File: src/rtl/ep_pkg.sv
// Package: shared encodings, field positions and types for the endpoint
// control register. Assumes a 4-bit endpoint number; all field positions
// are derived from that width.
package ep_pkg;

    localparam int EP_AW   = 4;            // endpoint number width
    localparam int ST_W    = 2;            // status field width
    localparam int F_TX    = EP_AW;        // transmit status low bit
    localparam int F_RX    = EP_AW + 2;    // receive status low bit
    localparam int F_TYPE  = EP_AW + 4;    // endpoint type low bit
    localparam int F_KIND  = EP_AW + 6;    // kind flag
    localparam int F_TXF   = EP_AW + 7;    // transmit completion flag
    localparam int F_RXF   = EP_AW + 8;    // receive completion flag
    localparam int REG_W   = EP_AW + 9;    // register word width
    localparam int N_DIR   = 2;            // index 0 transmit, 1 receive

    typedef enum logic [1:0] {
        ST_OFF   = 2'b00,
        ST_STALL = 2'b01,
        ST_NAK   = 2'b10,
        ST_VALID = 2'b11
    } ep_stat_e;

    typedef enum logic [1:0] {
        TY_BULK = 2'b00,
        TY_CTRL = 2'b01,
        TY_ISO  = 2'b10,
        TY_INTR = 2'b11
    } ep_type_e;

    typedef enum logic [1:0] {
        TK_OUT   = 2'b00,
        TK_IN    = 2'b01,
        TK_SETUP = 2'b10,
        TK_RSVD  = 2'b11
    } tok_e;

    typedef enum logic [1:0] {
        RS_IGNORE = 2'b00,
        RS_STALL  = 2'b01,
        RS_NAK    = 2'b10,
        RS_ACCEPT = 2'b11
    } resp_e;

    typedef struct packed {
        logic [EP_AW-1:0] addr;
        logic [1:0]       ty;
        logic             kind;
    } ep_cfg_t;

    // Map a direction status to the handshake decision for that direction.
    function automatic logic [1:0] stat_to_resp(input logic [1:0] st);
        logic [1:0] r;
        case (st)
            ST_STALL: r = RS_STALL;
            ST_NAK:   r = RS_NAK;
            ST_VALID: r = RS_ACCEPT;
            default:  r = RS_IGNORE;
        endcase
        return r;
    endfunction

endpackage

File: src/rtl/ep_cfg_regs.sv
// Configuration fields: endpoint number, type and kind.
// Written directly by every software write; cleared by reset.
// Assumes the caller has already sliced the write word.
module ep_cfg_regs
    import ep_pkg::*;
(
    input  logic             clk,
    input  logic             rst_n,
    input  logic             wr_en,
    input  logic [EP_AW-1:0] wr_addr,
    input  logic [1:0]       wr_type,
    input  logic             wr_kind,
    output ep_cfg_t          cfg
);

    // Load the configuration word on a write, zero it on reset.
    always_ff @(posedge clk) begin
        if (!rst_n) begin
            cfg <= '0;
        end else if (wr_en) begin
            cfg.addr <= wr_addr;
            cfg.ty   <= wr_type;
            cfg.kind <= wr_kind;
        end
    end

endmodule

File: src/rtl/ep_event_dec.sv
// Completion event decoder: decides which direction a completed transfer
// updates, and whether status updates are suppressed (isochronous).
// Purely combinational; uses the stored configuration of this cycle.
module ep_event_dec
    import ep_pkg::*;
(
    input  logic             done_valid,
    input  logic [EP_AW-1:0] done_ep,
    input  logic [1:0]       done_kind,
    input  ep_cfg_t          cfg,
    output logic [N_DIR-1:0] evt,
    output logic             hold
);

    logic hit;

    // Qualify the completion by endpoint number and split it per direction.
    always_comb begin
        hit    = done_valid && (done_ep == cfg.addr);
        evt[0] = hit && ((done_kind == TK_IN) ||
                         (done_kind == TK_SETUP && cfg.ty == TY_CTRL));
        evt[1] = hit && ((done_kind == TK_OUT) || (done_kind == TK_SETUP));
        hold   = (cfg.ty == TY_ISO);
    end

endmodule

File: src/rtl/ep_stat_field.sv
// One direction's status field and completion flag.
// Status: software toggles bits (1 flips, 0 keeps); a hardware event forces
// NAK unless held, and wins over a toggle in the same cycle.
// Flag: set by a hardware event, cleared by a software write of 0.
module ep_stat_field
    import ep_pkg::*;
(
    input  logic            clk,
    input  logic            rst_n,
    input  logic            sw_wr,
    input  logic [ST_W-1:0] sw_tgl,
    input  logic            sw_keep,
    input  logic            hw_evt,
    input  logic            hw_hold,
    output logic [ST_W-1:0] stat,
    output logic            flag
);

    // Status update: hardware NAK first, otherwise software toggle.
    always_ff @(posedge clk) begin
        if (!rst_n) begin
            stat <= ST_OFF;
        end else if (hw_evt && !hw_hold) begin
            stat <= ST_NAK;
        end else if (sw_wr) begin
            stat <= stat ^ sw_tgl;
        end
    end

    // Completion flag: hardware set wins over a software clear.
    always_ff @(posedge clk) begin
        if (!rst_n) begin
            flag <= 1'b0;
        end else if (hw_evt) begin
            flag <= 1'b1;
        end else if (sw_wr && !sw_keep) begin
            flag <= 1'b0;
        end
    end

    // a non-held event leaves the field at NAK.
    p_hw_nak_r8: assert property (@(posedge clk) disable iff (!rst_n)
        (hw_evt && !hw_hold) |=> (stat == ST_NAK));

    // a held event without a toggle keeps the status.
    p_iso_keep_r6: assert property (@(posedge clk) disable iff (!rst_n)
        (hw_evt && hw_hold && !(sw_wr && sw_tgl != '0)) |=> $stable(stat));

    // a toggle with no event flips exactly the written bits.
    p_toggle_r3: assert property (@(posedge clk) disable iff (!rst_n)
        (sw_wr && !hw_evt) |=> (stat == ($past(stat) ^ $past(sw_tgl))));

    // an event always leaves the flag set.
    p_flag_set_r9: assert property (@(posedge clk) disable iff (!rst_n)
        hw_evt |=> flag);

endmodule

File: src/rtl/ep_resp_dec.sv
// Token response decoder: for a token addressed to this endpoint, picks the
// direction's status and registers the handshake decision one cycle later.
// Unaddressed, reserved or absent tokens register IGNORE with valid low.
module ep_resp_dec
    import ep_pkg::*;
(
    input  logic             clk,
    input  logic             rst_n,
    input  logic             tok_valid,
    input  logic [EP_AW-1:0] tok_ep,
    input  logic [1:0]       tok_kind,
    input  logic [EP_AW-1:0] cfg_addr,
    input  logic [ST_W-1:0]  tx_stat,
    input  logic [ST_W-1:0]  rx_stat,
    output logic             resp_valid,
    output logic [1:0]       resp_code
);

    logic            hit;
    logic [ST_W-1:0] sel;

    // Qualify the token and select the status of its direction.
    always_comb begin
        hit = tok_valid && (tok_ep == cfg_addr) && (tok_kind != TK_RSVD);
        sel = (tok_kind == TK_IN) ? tx_stat : rx_stat;
    end

    // Register the decision.
    always_ff @(posedge clk) begin
        if (!rst_n) begin
            resp_valid <= 1'b0;
            resp_code  <= RS_IGNORE;
        end else begin
            resp_valid <= hit;
            resp_code  <= hit ? stat_to_resp(sel) : RS_IGNORE;
        end
    end

    // no token means no response next cycle.
    p_idle_r11: assert property (@(posedge clk) disable iff (!rst_n)
        !tok_valid |=> !resp_valid);

    // a token for another endpoint is not answered.
    p_other_ep_r11: assert property (@(posedge clk) disable iff (!rst_n)
        (tok_valid && tok_ep != cfg_addr) |=> (!resp_valid && resp_code == RS_IGNORE));

endmodule

File: src/rtl/ep_ctl_reg.sv
// Top: USB endpoint control/status register with response decoder.
// Assumes one completion and one token per cycle at most, synchronous
// active-low reset, and software writes presented as a full word.
module ep_ctl_reg
    import ep_pkg::*;
(
    input  logic             clk,
    input  logic             rst_n,
    input  logic             wr_en,
    input  logic [REG_W-1:0] wr_data,
    output logic [REG_W-1:0] rd_data,
    input  logic             tok_valid,
    input  logic [EP_AW-1:0] tok_ep,
    input  logic [1:0]       tok_kind,
    input  logic             done_valid,
    input  logic [EP_AW-1:0] done_ep,
    input  logic [1:0]       done_kind,
    output logic             resp_valid,
    output logic [1:0]       resp_code
);

    localparam int DIR_LO [N_DIR] = '{F_TX, F_RX};
    localparam int DIR_FL [N_DIR] = '{F_TXF, F_RXF};

    ep_cfg_t                     cfg;
    logic [N_DIR-1:0]            evt;
    logic                        hold;
    logic [N_DIR-1:0][ST_W-1:0]  stat;
    logic [N_DIR-1:0]            flag;

    ep_cfg_regs u_cfg (
        .clk     (clk),
        .rst_n   (rst_n),
        .wr_en   (wr_en),
        .wr_addr (wr_data[EP_AW-1:0]),
        .wr_type (wr_data[F_TYPE+1:F_TYPE]),
        .wr_kind (wr_data[F_KIND]),
        .cfg     (cfg)
    );

    ep_event_dec u_evt (
        .done_valid (done_valid),
        .done_ep    (done_ep),
        .done_kind  (done_kind),
        .cfg        (cfg),
        .evt        (evt),
        .hold       (hold)
    );

    for (genvar d = 0; d < N_DIR; d++) begin : g_dir
        ep_stat_field u_fld (
            .clk     (clk),
            .rst_n   (rst_n),
            .sw_wr   (wr_en),
            .sw_tgl  (wr_data[DIR_LO[d]+ST_W-1:DIR_LO[d]]),
            .sw_keep (wr_data[DIR_FL[d]]),
            .hw_evt  (evt[d]),
            .hw_hold (hold),
            .stat    (stat[d]),
            .flag    (flag[d])
        );
    end

    ep_resp_dec u_resp (
        .clk        (clk),
        .rst_n      (rst_n),
        .tok_valid  (tok_valid),
        .tok_ep     (tok_ep),
        .tok_kind   (tok_kind),
        .cfg_addr   (cfg.addr),
        .tx_stat    (stat[0]),
        .rx_stat    (stat[1]),
        .resp_valid (resp_valid),
        .resp_code  (resp_code)
    );

    // Pack the read-back word.
    always_comb begin
        rd_data = {flag[1], flag[0], cfg.kind, cfg.ty, stat[1], stat[0], cfg.addr};
    end

    // a completion for another endpoint leaves the statuses alone.
    p_other_done_r7: assert property (@(posedge clk) disable iff (!rst_n)
        (done_valid && done_ep != cfg.addr && !wr_en) |=> $stable(stat));

    // a SETUP completion on a non-control endpoint spares the transmit side.
    p_setup_tx_r12: assert property (@(posedge clk) disable iff (!rst_n)
        (done_valid && done_kind == TK_SETUP && cfg.ty != TY_CTRL && !wr_en)
        |=> $stable(stat[0]));

endmodule

File: config.mk
export PLATFORM = sky130hd
export DESIGN_NAME = ep_ctl_reg
export DESIGN_NICKNAME = d
export VERILOG_FILES = /design/src/rtl/ep_pkg.sv /design/src/rtl/ep_cfg_regs.sv /design/src/rtl/ep_event_dec.sv /design/src/rtl/ep_stat_field.sv /design/src/rtl/ep_resp_dec.sv /design/src/rtl/ep_ctl_reg.sv
export SDC_FILE = /design/constraint.sdc
export NUM_CORES = 1
export LEC_CHECK = 0
export ABC_AREA = 1
export BUFFER_PORTS_ARGS = -buffer_cell sky130_fd_sc_hd__clkbuf_2
export CORE_UTILIZATION = 39
export CTS_CLUSTER_SIZE = 24
export DETAILED_ROUTE_END_ITERATION = 8
export GPL_TIMING_DRIVEN = 0
export PLACE_DENSITY = 0.74
export SYNTH_ARGS = -nofsm -noshare
export SYNTH_HDL_FRONTEND = slang
export SYNTH_HIERARCHICAL = 1
export SYNTH_SLANG_ARGS = --single-unit
export TNS_END_PERCENT = 100
File: constraint.sdc
create_clock -name clk -period 1.1 [get_ports clk]
set_clock_uncertainty 0.15 [all_clocks]
set_input_delay 0.22 -clock clk [delete_from_list [all_inputs] [get_ports clk]]
set_output_delay 0.22 -clock clk [all_outputs]
set_load 0.005 [all_outputs]
### After elaboration in Yosys (flattened, before gate mapping)

Index checks and enable logic that the tools add are counted.

* bitwise gates (word level): 3
* mux-type cells: 10
* reductions and logical operators: 23
* eq/ne operators: 11

Operators by type and width (count)
* $logic_and A1 B1 Y1: 10
* $mux W2: 5
* $eq A2 B1 Y1 const B: 4
* $eq A2 B2 Y1 const B: 4
* $eq A4 B4 Y1: 2
* $reduce_bool A2 Y1: 4
* $pmux W2 S3: 1
* $mux W1: 4
* $reduce_or A2 Y1: 2
* $xor A2 B2 Y2: 2
* $logic_not A1 Y1: 3
* $logic_not A2 Y1: 1
* $logic_or A1 B1 Y1: 2
* $ne A2 B2 Y1 const B: 1
* $reduce_and A2 Y1: 1
* $not A1 Y1: 1

* word-level logic and storage cells: 58
* bits in registers: 16
* bits of input ports: 30
* output and inout port bits: 16

### Depth between registers and ports, before layout

* depth after elaboration: 6
* gate-level depth with buffers: 10
* gate-level depth less buffers: 10

### Modules after synthesis

The synthesis kept the hierarchy.

By module, submodules not included
* ep_cfg_regs: area each 282.8 sq um, seq. area each 140.1 sq um, cells an instance 43, instances 1
* ep_stat_field: area each 136.4 sq um, seq. area each 60.1 sq um, cells an instance 20, instances 2
* ep_resp_dec: area each 216.5 sq um, seq. area each 60.1 sq um, cells an instance 41, instances 1
* ep_event_dec: area each 108.9 sq um, seq. area each 0.0 sq um, cells an instance 27, instances 1

### Least setup slack after synthesis

No wires, ideal clock.

* path kind: register to register
* start: register u_cfg/cfg[3] (netlist name)
* end: register g_dir[0].u_fld.stat[1]
* required time: 894 ps
* stages on the path, launching flop included: 11
* slack: -132 ps
* library setup time: 56 ps
* clock period less this slack: 1232 ps
* arrival: 1027 ps
* buffers on the path: 0
* cells stage by stage: dfxtp_1 -> inv_1 -> nand2_1 -> nand2_1 -> nor2_1 -> nand3_1 -> nor2_1 -> nand2_1 -> nand3_1 -> nand2_1 -> inv_1

* word-level cells in the longest chain between the ends: 5
* elaborated cells on any way between the ends: 6
* those cells by class: 1 x eq/ne; 1 x mux; 4 x reduce/logical

RTL lines
* $eq A4 B4 Y1 (*): line ep_event_dec.sv:19 `hit = done_valid && (done_ep == cfg.addr);`
* $logic_and A1 B1 Y1 (*): line ep_event_dec.sv:19
* $logic_and A1 B1 Y1 (*): line ep_event_dec.sv:20 `evt[0] = hit && ((done_kind == TK_IN) ||`
* named net evt[0]: line ep_ctl_reg.sv:26 `logic [N_DIR-1:0] evt;`
* $logic_and A1 B1 Y1 (*): line ep_stat_field.sv:23 `end else if (hw_evt && !hw_hold) begin`
* $mux W2 / $reduce_bool A2 Y1 (equally long branches)
* end signal: assignment: line ep_stat_field.sv:26 `stat <= stat ^ sw_tgl;`
* end: declaration: line ep_stat_field.sv:15 `output logic [ST_W-1:0] stat,`

The timed path passes the listed nets; every way through them passes the cells marked *.
A chain may end at the register's enable or synchronous reset.

### Final worst setup path

* start: register u_cfg/cfg[4] (netlist name)
* end: register g_dir[0].u_fld.stat[1]

* word-level cells in the longest chain between the ends: 5
* elaborated cells on any way between the ends: 6
* those cells by class: 1 x eq/ne; 1 x mux; 4 x reduce/logical

RTL lines (line)
* $eq A4 B4 Y1 (*): ep_event_dec.sv:19
* $logic_and A1 B1 Y1 (*): ep_event_dec.sv:19
* $logic_and A1 B1 Y1 (*): ep_event_dec.sv:20
* named net evt[0]: ep_ctl_reg.sv:26
* $logic_and A1 B1 Y1 (*): ep_stat_field.sv:23
* $mux W2 / $reduce_bool A2 Y1 (equally long branches)

Marked as above.

==> summary.md <==
| Metric | Value |
|---|---|
| Status | finished with violations |
| Failing checks | negative setup slack |
| DR pass1 iterations | 4 |
| Gr usage total | 0.195 |
| Syn Inst Count | ~150 |
| CTS tree | yes |
| Data arrival time of the critical path | 1410 ps |
| DRT iter0 DRCs | 13 |
| Hpwl dp | between 1500 and 2000 microns |
| Area Growth Syn to Fin | 49.6% |
| Global route total overflow | 0 |
| Die ar. | approximately 2500 sq um |
| Final Core Density | 0.645 |
| Placeable Area | about 2000 sq um |
| Die width | 49.5 microns |
| Total of max-cap violations | 0 |
| #FFs+latches synth | 16 |
| CTS Hold Buffers Added | 0 |
| Worst Setup Start Kind | register |
| Power density over the cells | just over 1000 nW/um^2 |
| Commonest non-fill, non-tap cell in the layout | nand2_1 |
| Final setup viols | 17 |
| Routed Antenna Nets | 0 |
| P_sw | between 300 and 400 uW |
| Largest net degree at the start of global routing | 15 |
| Number of cell rows | 16 |
| Worst setup path category | reg2reg |
| Routed len/inst | 9.77 microns |
| Final worst setup slack | -229 ps |
| Switching portion of total power | 0.280 |
| Setup TNS | -1650 ps |
| Worst Path Max Fanout | 4 |
| Clock Power Share | 0.287 |
| Hold path start | wr_data[0] |
| Int Pwr | 983 uW |
| Via count | roughly 1,100 |
| CTS clk-pin slew, worst paths | roughly 100 ps |
| Xor/xnor share of the synthesized area | 0.0298 |
| Die Y | 49.5 microns |
| Post-Synth Adder-Cell Area | 0 |
| Slew HR | 0.817 |
| Post-synthesis compound-gate area fraction | 0.0284 |
| Fmax | about 0.75 GHz |
| Hold Vio Cnt, Final | 0 |
| Worst VDD drop | 0.680 mV |
| Slew Limit Fails | 0 |
| First-pass GRT wire length | ~3700 microns |
| Ports | between 40 and 50 |
| Cell area after synthesis | 881 sq um |
| Minimum clock period | 1330 ps |
| Worst-Margin Slew | 274 ps |
| Worst EP required | around 1200 ps |
| Mux share of post-synthesis cell area | 0 |
| Longest Clk Path Bufs | 2 |
| Later-pin clock latency in the skew report | around 280 ps |
| Commonest non-fill, non-tap cells in the layout | nand2_1 (54), clkbuf_2 (42), inv_1 (31) |
| Unrepaired setup endpoints after global routing | true |
| TritonCTS buffer count | 3 |
| Simple-gate portion of the synthesized area | 0.416 |
| Part of the power in registers | 0.470 |
| CP Capture Type | register |
| Seq/Total Area, Yosys | 0.364 |
| Share of post-route cells with drive strength above 1 | 0.421 |
| Initial Util | 0.431 |
| Post-DR vias/cell | approximately 4.5 |
| H-tree levels | 1 |
| Post-route DRC | 0 |
| Start point of the critical path | u_cfg/cfg[4]$_SDFFE_PN0P_ |
| Root Driver | clkbuf_4 |
| Number of port buffers | 45 |
| GPL Wtd Cong | 0.722 |
| Gate power share | 0.243 |
| Synth cell types | 12 |
| Initial antenna violation count | 0 |
| Leakage | between 0.7 and 0.8 nW |
| Final net count | 240 |
| Fillers | between 200 and 250 |
| Post-Route WL | between 2000 and 2500 microns |
| # clock sinks | 16 |
| Fin crit share | 1.21 |
| Largest family of logic cells by synthesized area | simple AND/OR/NAND/NOR gates |
| Antenna diode count | 0 |
| Reg2reg start | u_cfg/cfg[4]$_SDFFE_PN0P_ |
| Min-Delay Path Class | in2reg |
| Syn avg cell area | ~5.8 sq um |
| Vias in the first global route | roughly 970 |
| Syn. warnings | 6 |
| Net Count, Synth | between 150 and 200 |
==> per-stage QoR <==
| stage | setup slack, ps | hold WS (ps) | area [sq um] | total power, mW | cells |
|---|---|---|---|---|---|
| after floorplan | -81.8 | 168 | 883 | 0.792 | 151 |
| after global placement | -214 | 313 | 1140 | 0.905 | 223 |
| after detailed placement | -245 | 323 | 1140 | 0.918 | 223 |
| after CTS | -237 | 37.2 | 1250 | 1.34 | 234 |
| after global routing | -351 | 41.1 | 1320 | 1.45 | 236 |
| final | -229 | 37.9 | 1320 | 1.36 | 236 |
==> state kept, by name (all words and copies together), names as in the netlist <==
register / cells
u_cfg/cfg: 7
u_resp/resp_code: 2
g_dir.u_fld/stat: 4
g_dir.u_fld/flag: 2
u_resp/resp_valid: 1
==> Yosys cell counts <==
cell | number | area, sq um
o21ai_0 | 2 | 10.0
inv_1 | 35 | 131
xor2_1 | 2 | 17.5
a21boi_0 | 2 | 15.0
dfxtp_1 | 16 | 320
nor2_1 | 26 | 97.6
nand3_1 | 8 | 40.0
nand3_2 | 1 | 10.0
nor2_2 | 2 | 12.5
nand2_1 | 55 | 206
buf_6 | 1 | 11.3
xnor2_1 | 1 | 8.76
==> routing by layer <==
metal / track usage / vias to the layer above / part of all wire
li1: - / 552 / -
met1: 0.205 / 458 / 0.39
met2: 0.378 / 41 / 0.52
met3: 0.0340 / 4 / 0.074
met4: 0.0714 / 0 / 0.012
met5: 0 / - / 0
==> power by group through the flow <==
stage	Sequential (mW)	Combinational [mW]	Clock [mW]
2_1_floorplan	0.656	0.136	0
5_1_grt	0.646	0.374	0.429
6_report	0.641	0.332	0.392
3_3_place_gp	0.657	0.247	0
4_1_cts	0.638	0.300	0.398
3_5_place_dp	0.659	0.259	0
==> worst max-delay path, stage by stage, from the launching register on <==
cell	delay, ps
dfxtp_4	370
nand2_1	60
nand2_1	70
nor2_2	140
nand3_2	110
nor2_2	120
nand2_1	80
nand3_1	80
nand2_1	50
inv_1	60
==> what timing repair did <==
item	CTS	global route
resized for setup	15	18
endpoints found under the setup margin	22	24
buffers inserted	7	2
pin swaps	11	6
==> area by class of cell <==
cell class / instances / area, sq um / area share
clock buffer: 4 / 36.3 / 0.0275
buffer: 1 / 11.3 / 0.00855
timing repair buffer: 54 / 319 / 0.242
tap: 27 / 33.8 / 0.0256
inverter: 35 / 131 / 0.0997
sequential: 16 / 347 / 0.263
multi-input combinational: 99 / 439 / 0.333
==> kinds of logic (layout without fill, tap and decap cells) <==
| logic type | count (synthesis) | count (layout) |
|---|---|---|
| and+or+nand+nor | 92 | 92 |
| buffers and inverters | 36 | 94 |
| DFF | 16 | 16 |
| xor gates and xnor gates | 3 | 3 |
| AOI/OAI and AO/OA | 4 | 4 |
==> worst paths after layout <==
check,endpoint,slack (ps),cells past startpoint
max,g_dir[0].u_fld/stat[1]$_SDFFE_PN0P_,-230,9
min,u_cfg/cfg[3]$_SDFFE_PN0P_,40,5
max reg2reg,g_dir[0].u_fld/stat[1]$_SDFFE_PN0P_,-230,9
min reg2reg,u_cfg/cfg[0]$_SDFFE_PN0P_,330,2
Power figures use the tool's default switching activity.
